`config.mk`:
```
export PLATFORM = sky130hd
export DESIGN_NAME = geo_calc
export DESIGN_NICKNAME = d
export VERILOG_FILES = /design/src/rtl/geo_pkg.sv /design/src/rtl/geo_scale.sv /design/src/rtl/geo_divider.sv /design/src/rtl/geo_pan.sv /design/src/rtl/geo_calc.sv
export SDC_FILE = /design/constraint.sdc
export NUM_CORES = 2
export LEC_CHECK = 0
export BUFFER_PORTS_ARGS = -buffer_cell sky130_fd_sc_hd__buf_2
export CAP_MARGIN = 20
export CORE_MARGIN = 5
export CORE_UTILIZATION = 60
export CTS_CLUSTER_SIZE = 28
export DETAILED_ROUTE_END_ITERATION = 10
export PLACE_DENSITY_LB_ADDON = 0.25
export SLEW_MARGIN = 25
export SYNTH_ARGS = -nofsm -noshare
export SYNTH_HDL_FRONTEND = slang
export SYNTH_SLANG_ARGS = --single-unit
```
`constraint.sdc`:
```
create_clock -name clk -period 28.7 [get_ports clk]
set_clock_uncertainty 0.15 [all_clocks]
set_input_delay 1.435 -clock clk [delete_from_list [all_inputs] [get_ports clk]]
set_output_delay 1.435 -clock clk [all_outputs]
set_load 0.01 [all_outputs]
```
`src/rtl/geo_pkg.sv`:
```
package geo_pkg;

    typedef enum logic [1:0] {
        ST_IDLE   = 2'd0,
        ST_DIVIDE = 2'd1,
        ST_FINISH = 2'd2
    } geo_state_t;

    typedef enum logic [1:0] {
        SEL_VWIDTH = 2'd0,
        SEL_XOFF   = 2'd1,
        SEL_YOFF   = 2'd2,
        SEL_NONE   = 2'd3
    } geo_sel_t;

endpackage

```
`src/rtl/geo_scale.sv`:
```
// Converts a pixel count into a byte count for a given depth.
module geo_scale #(
    parameter int DW = 16,
    parameter int LW = DW + 2
) (
    input  logic [DW-1:0] pixels,
    input  logic [5:0]    depth,
    output logic [LW-1:0] bytes
);
    logic [6:0] depth_round;
    logic [3:0] per_pixel;

    always_comb begin
        depth_round = {1'b0, depth} + 7'd7;
        per_pixel   = 4'(depth_round >> 3);
        if (depth == 6'd4)
            bytes = LW'(pixels >> 1);
        else
            bytes = LW'(pixels) * LW'(per_pixel);
    end
endmodule

```
`src/rtl/geo_divider.sv`:
```
// Restoring divider, one quotient bit per cycle.
module geo_divider #(
    parameter int NW = 24,
    parameter int QW = 18,
    localparam int CW = $clog2(NW + 1)
) (
    input  logic          clk,
    input  logic          rst_n,
    input  logic          start,
    input  logic [NW-1:0] dividend,
    input  logic [QW-1:0] divisor,
    output logic          running,
    output logic [NW-1:0] quotient
);
    logic [QW-1:0] rem_q;
    logic [NW-1:0] dvd_q;
    logic [NW-1:0] quo_q;
    logic [QW-1:0] dsr_q;
    logic [CW-1:0] cnt_q;
    logic [QW:0]   trial;
    logic [QW:0]   diff;

    always_comb begin
        trial = {rem_q, dvd_q[NW-1]};
        diff  = trial - {1'b0, dsr_q};
    end

    always_ff @(posedge clk) begin
        if (!rst_n) begin
            rem_q <= '0;
            dvd_q <= '0;
            quo_q <= '0;
            dsr_q <= '0;
            cnt_q <= '0;
        end else if (start) begin
            rem_q <= '0;
            dvd_q <= dividend;
            quo_q <= '0;
            dsr_q <= divisor;
            cnt_q <= CW'(NW);
        end else if (cnt_q != '0) begin
            dvd_q <= dvd_q << 1;
            cnt_q <= cnt_q - 1'b1;
            if (trial >= {1'b0, dsr_q}) begin
                rem_q <= diff[QW-1:0];
                quo_q <= {quo_q[NW-2:0], 1'b1};
            end else begin
                rem_q <= trial[QW-1:0];
                quo_q <= {quo_q[NW-2:0], 1'b0};
            end
        end
    end

    assign running  = (cnt_q != '0);
    assign quotient = quo_q;
endmodule

```
`src/rtl/geo_pan.sv`:
```
// Holds panning offsets and the display start address.
module geo_pan #(
    parameter int DW = 16,
    parameter int LW = DW + 2,
    localparam int SUMW = LW + DW + 1,
    localparam int SW = SUMW - 2
) (
    input  logic          clk,
    input  logic          rst_n,
    input  logic          load,
    input  logic          load_x,
    input  logic [DW-1:0] data,
    input  logic [5:0]    depth,
    input  logic [LW-1:0] line_bytes,
    output logic [SW-1:0] start_word
);
    logic [DW-1:0]   xoff_q, yoff_q;
    logic [DW-1:0]   x_next, y_next;
    logic [LW-1:0]   x_bytes;
    logic [SUMW-1:0] sum;
    logic [SW-1:0]   start_q;

    always_comb begin
        x_next = (load && load_x)  ? data : xoff_q;
        y_next = (load && !load_x) ? data : yoff_q;
    end

    geo_scale #(.DW(DW), .LW(LW)) u_xscale (
        .pixels (x_next),
        .depth  (depth),
        .bytes  (x_bytes)
    );

    always_comb sum = SUMW'(line_bytes) * SUMW'(y_next) + SUMW'(x_bytes);

    always_ff @(posedge clk) begin
        if (!rst_n) begin
            xoff_q  <= '0;
            yoff_q  <= '0;
            start_q <= '0;
        end else if (load) begin
            xoff_q  <= x_next;
            yoff_q  <= y_next;
            start_q <= SW'(sum >> 2);
        end
    end

    assign start_word = start_q;
endmodule

```
`src/rtl/geo_calc.sv`:
```
module geo_calc
    import geo_pkg::*;
#(
    parameter int DW = 16,
    parameter int MW = 24,
    localparam int LW = DW + 2,
    localparam int SW = LW + DW - 1
) (
    input  logic          clk,
    input  logic          rst_n,
    input  logic          wr_en,
    input  logic [1:0]    wr_sel,
    input  logic [DW-1:0] wr_data,
    input  logic [DW-1:0] hres,
    input  logic [DW-1:0] vres,
    input  logic [5:0]    depth,
    input  logic [MW-1:0] mem_bytes,
    output logic          stall,
    output logic          busy,
    output logic          done,
    output logic          geo_ok,
    output logic [DW-1:0] virt_width,
    output logic [MW-1:0] virt_height,
    output logic [LW-1:0] line_bytes,
    output logic [SW-1:0] start_word
);
    geo_state_t    state_q, state_n;
    logic          idle_wr, width_wr, pan_wr;
    logic [LW-1:0] cand_line;
    logic          pre_ok;
    logic          div_start, div_running;
    logic [MW-1:0] div_quot;
    logic [DW-1:0] cand_w_q;
    logic [LW-1:0] cand_l_q;
    logic          pre_fail_q;
    logic          fin_ok;
    logic [DW-1:0] vw_q;
    logic [MW-1:0] vh_q;
    logic [LW-1:0] lb_q;

    // write decode
    always_comb begin
        idle_wr  = wr_en && (state_q == ST_IDLE);
        width_wr = idle_wr && (wr_sel == SEL_VWIDTH);
        pan_wr   = idle_wr && ((wr_sel == SEL_XOFF) || (wr_sel == SEL_YOFF));
    end

    geo_scale #(.DW(DW), .LW(LW)) u_lscale (
        .pixels (wr_data),
        .depth  (depth),
        .bytes  (cand_line)
    );

    always_comb begin
        pre_ok    = (wr_data >= hres) && (cand_line != '0);
        div_start = width_wr && pre_ok;
    end

    geo_divider #(.NW(MW), .QW(LW)) u_div (
        .clk      (clk),
        .rst_n    (rst_n),
        .start    (div_start),
        .dividend (mem_bytes),
        .divisor  (cand_line),
        .running  (div_running),
        .quotient (div_quot)
    );

    // state register
    always_ff @(posedge clk) begin
        if (!rst_n)
            state_q <= ST_IDLE;
        else
            state_q <= state_n;
    end

    // next state
    always_comb begin
        state_n = state_q;
        unique case (state_q)
            ST_IDLE: begin
                if (width_wr)
                    state_n = pre_ok ? ST_DIVIDE : ST_FINISH;
            end
            ST_DIVIDE: begin
                if (!div_running)
                    state_n = ST_FINISH;
            end
            ST_FINISH: state_n = ST_IDLE;
            default:   state_n = ST_IDLE;
        endcase
    end

    // verdict
    always_comb fin_ok = !pre_fail_q && (div_quot >= {{(MW-DW){1'b0}}, vres});

    // candidate capture and commit
    always_ff @(posedge clk) begin
        if (!rst_n) begin
            cand_w_q   <= '0;
            cand_l_q   <= '0;
            pre_fail_q <= 1'b0;
            vw_q       <= '0;
            vh_q       <= '0;
            lb_q       <= '0;
        end else begin
            if (width_wr) begin
                cand_w_q   <= wr_data;
                cand_l_q   <= cand_line;
                pre_fail_q <= !pre_ok;
            end
            if (state_q == ST_FINISH && fin_ok) begin
                vw_q <= cand_w_q;
                vh_q <= div_quot;
                lb_q <= cand_l_q;
            end
        end
    end

    geo_pan #(.DW(DW), .LW(LW)) u_pan (
        .clk        (clk),
        .rst_n      (rst_n),
        .load       (pan_wr),
        .load_x     (wr_sel == SEL_XOFF),
        .data       (wr_data),
        .depth      (depth),
        .line_bytes (lb_q),
        .start_word (start_word)
    );

    // outputs
    always_comb begin
        busy        = (state_q != ST_IDLE);
        done        = (state_q == ST_FINISH);
        geo_ok      = done && fin_ok;
        stall       = wr_en && busy;
        virt_width  = vw_q;
        virt_height = vh_q;
        line_bytes  = lb_q;
    end
endmodule

```
==> metrics <==
Hold Vio Cnt, Final=0; gate count of the mapped netlist=around 3100; Net Count, Synth=between 3000 and 4000; Top-Level Pins=roughly 180; area taken by multi-input logic gates=roughly 19000 um^2; peak ir drop on the vdd network=0.0962 mV; Die Area=around 48000 um^2; min-delay worst type=flop to flop; final setup margin=about 17 ns; number of remaining DRC errors=0; most used cells in the layout excluding fill and tap cells=sky130_fd_sc_hd__nand2_1 (460), sky130_fd_sc_hd__inv_1 (369), sky130_fd_sc_hd__fa_1 (298); Nets=roughly 3800; total placed cells including tap cells=approximately 3700; total congestion overflow after global routing=0; antenna violation net count after detailed routing=0; area taken by flip-flops and latches=between 4000 and 5000 um^2; vias per cell=around 6.0; number of input and output port buffers inserted=approximately 180; headroom to the max-slew limit=around 28%; Post-Layout Cell Count=~3800; CP required=between 20 and 30 ns; Reg-to-Reg End=u_pan.start_word[29]; most common cell after layout, fill and taps aside=sky130_fd_sc_hd__nand2_1; Async S/R FF share, synth=0%; outcome=finished, final reports clean; area of the core=~43000 um^2; Max Slew Vio Count=0; maximum number of pins on one net before global-route repair=96; Cell variety after synth=69; number of hold buffers added after cts=0; CP max FO=30; final standard cell area without fillers=28400 um^2; crit-path most repeated cell=sky130_fd_sc_hd__fa_1; Layout fillers=around 3600; clock tree from TritonCTS=done; initial antenna violation count=0; number of global-route vias before repair=23800; Area growth syn-to-layout=8.96%; number of detailed-routing iterations run before antenna repair=6; CTS HTree Levels=1; fraction of the cycle the final worst path needs=40.6%; achievable clock frequency=roughly 0.086 GHz; number of storage elements in the synthesis netlist=approximately 250; reg2reg setup slack=17.24 ns; fraction of final layout cells with drive strength greater than 1=10.2%; post-route total power=1.29 mW; number of max-cap violations=0; Worst Path Arrival=between 10 and 15 ns; Post-Syn Area=roughly 26000 um^2; total wirelength of the detailed-routed design=a little over 70000 um; startpoint of the most critical register-to-register path=state_q[1]; total of cells resized after clock tree synthesis=0; worst reg-to-reg path cell count=33; Sinks on Clock Net=249; diodes inserted=0; Post-DP Area=~27000 um^2; crit path to=u_pan.start_word[29]; Core Rows=76; Post-Place Setup Slack=roughly 17 ns; GRT Util Overall=a little under a third; global-route wire length before repair=~120000 um; count of buffers added by post-CTS timing repair for setup=0; number of warnings reported in the yosys synthesis log=0; starting density of the core=60.5%; Final Wtd Congestion=0.916; iteration-0 DRC count of the detailed router=between 1500 and 2000; CTS buffer count=30; clock insertion delay at the later pin of the skew report=around 0.60 ns; clock transition at the registers of the reported paths=about 0.06 ns; number of synthesized flops with an enable pin=0; category of the worst setup path launch point=primary input; leading register cell type out of synthesis=sky130_fd_sc_hd__dfxtp_1; path type of the worst setup path=primary input to flop; DP Wirelength=between 50000 and 60000 um; synthesized area divided by synthesized cell count=just over 8 um^2; setup TNS=0 ns; post-DR wirelength/cell=around 19 um; CTS Root Buffer Type=sky130_fd_sc_hd__clkbuf_16; static leakage=roughly 13 nW; slew at the pin with the worst max-slew slack=roughly 1.1 ns; RSZ-0062 raised after global routing=no; Critical-path top delay cell=sky130_fd_sc_hd__nand2_1; Die Y-Extent=approximately 220 um; Horiz. Die Dim=approximately 220 um; worst stage delay on the critical path=0.59 ns; via count=around 23000; Clock Tree Buf Depth=3; time the final worst path needs with I/O delays and setup=around 12 ns; type of destination of the critical path=flop; total of endpoints with negative setup slack in the final report=0; sequential share of the synthesized area=a little under a fifth; areal power density over the cells=roughly 46 nW/um^2; first element of the critical path=wr_sel[0]
==> layout make-up <==
type                       instances  area share [%]
multi-input combinational       2310            66.9
sequential                       249            17.6
inverter                         370            4.92
timing repair buffer             214            4.27
clock buffer                      40            3.03
tap                              585            2.58
clock inverter                    15           0.772
==> how the worst min path moves through the flow <==
stage | startpoint | end | slack, ns | depth (start not counted)
6_report | u_pan.start_word[15] | u_pan.start_word[15] | 0.30 | 2
5_1_grt | u_pan.start_word[8] | u_pan.start_word[8] | 0.32 | 2
4_1_cts | u_pan.start_word[15] | u_pan.start_word[15] | 0.30 | 2
3_5_place_dp | u_pan.start_word[15] | u_pan.start_word[15] | 0.29 | 2
3_3_place_gp | u_pan.start_word[9] | u_pan.start_word[9] | 0.29 | 2
2_1_floorplan | cand_l_q[16] | cand_l_q[16] | 0.28 | 2
==> worst max-delay path, delay by kind of cell <==
| family | cells | cell delay (ns) |
|---|---|---|
| buffers and inverters | 5 | 0.57 |
| AO/OA/AOI/OAI | 12 | 3.48 |
| AND/OR/NAND/NOR | 8 | 2.07 |
| multiplexers | 1 | 0.35 |
| adder cells (fa/ha/maj) | 9 | 4.08 |
==> state kept, by name, indices dropped and copies added (netlist names), 16 cells and up <==
name              count
u_div.quotient       24
u_div.rem_q          18
cand_w_q             16
line_bytes           18
u_pan.yoff_q         16
virt_width           16
u_pan.xoff_q         16
virt_height          24
u_div.dvd_q          24
u_div.dsr_q          18
cand_l_q             18
u_pan.start_word     33
==> per-layer routing <==
layer	part of all wire [%]	routed length (um)	vias to the layer above	global-route usage, %
met2	49	35200	899	52.2
li1	-	-	10400	-
met4	4.5	3270	0	13.4
met1	40	29000	11000	38.3
met3	7.0	5040	241	4.92
met5	0	0	-	0
==> Yosys cell counts, types with 25 or more instances <==
library cell                number  area, um^2
sky130_fd_sc_hd__clkbuf_1      173         649
sky130_fd_sc_hd__nand4_1       116         726
sky130_fd_sc_hd__and3_1         66         413
sky130_fd_sc_hd__nor2b_1        86         538
sky130_fd_sc_hd__a311oi_1       27         236
sky130_fd_sc_hd__nand2_1       460        1730
sky130_fd_sc_hd__nand2b_1       35         219
sky130_fd_sc_hd__a21oi_1       118         591
sky130_fd_sc_hd__nor3_1         57         285
sky130_fd_sc_hd__xnor2_1        43         377
sky130_fd_sc_hd__inv_1         370        1390
sky130_fd_sc_hd__a21o_1         43         323
sky130_fd_sc_hd__ha_1          202        2530
sky130_fd_sc_hd__and2_1        118         738
sky130_fd_sc_hd__o21ai_0        62         310
sky130_fd_sc_hd__fa_1          298        5970
sky130_fd_sc_hd__nand3_1        88         440
sky130_fd_sc_hd__dfxtp_1       249        4980
sky130_fd_sc_hd__a211oi_1       25         188
sky130_fd_sc_hd__nor2_1        176         661
sky130_fd_sc_hd__a2111oi_0      27         236
sky130_fd_sc_hd__mux2i_1        65         651
==> where the power goes <==
group,internal (mW),total [mW],switching [mW]
clock network,0.247,0.408,0.160
logic,0.190,0.498,0.308
registers,0.371,0.388,0.0169
total,0.807,1.29,0.485
==> through the flow <==
| stage | hold slack, ns | util (%) |
|---|---|---|
| floorplan | 0.282 | - |
| global placement | 0.286 | 63.3 |
| detailed placement | 0.292 | 63.4 |
| CTS | 0.299 | 65.9 |
| global route | 0.319 | 66.0 |
| finish | 0.297 | 66.0 |
==> cells by family after synthesis <==
kind of cell	synth area share, %
flip-flops	19.2
AND/OR/NAND/NOR	23.6
buffers and inverters	8.31
XOR/XNOR	2.22
multiplexers	3.45
AO/OA/AOI/OAI	10.7
adder cells (fa/ha/maj)	32.6
Power figures use the tool's default switching activity.
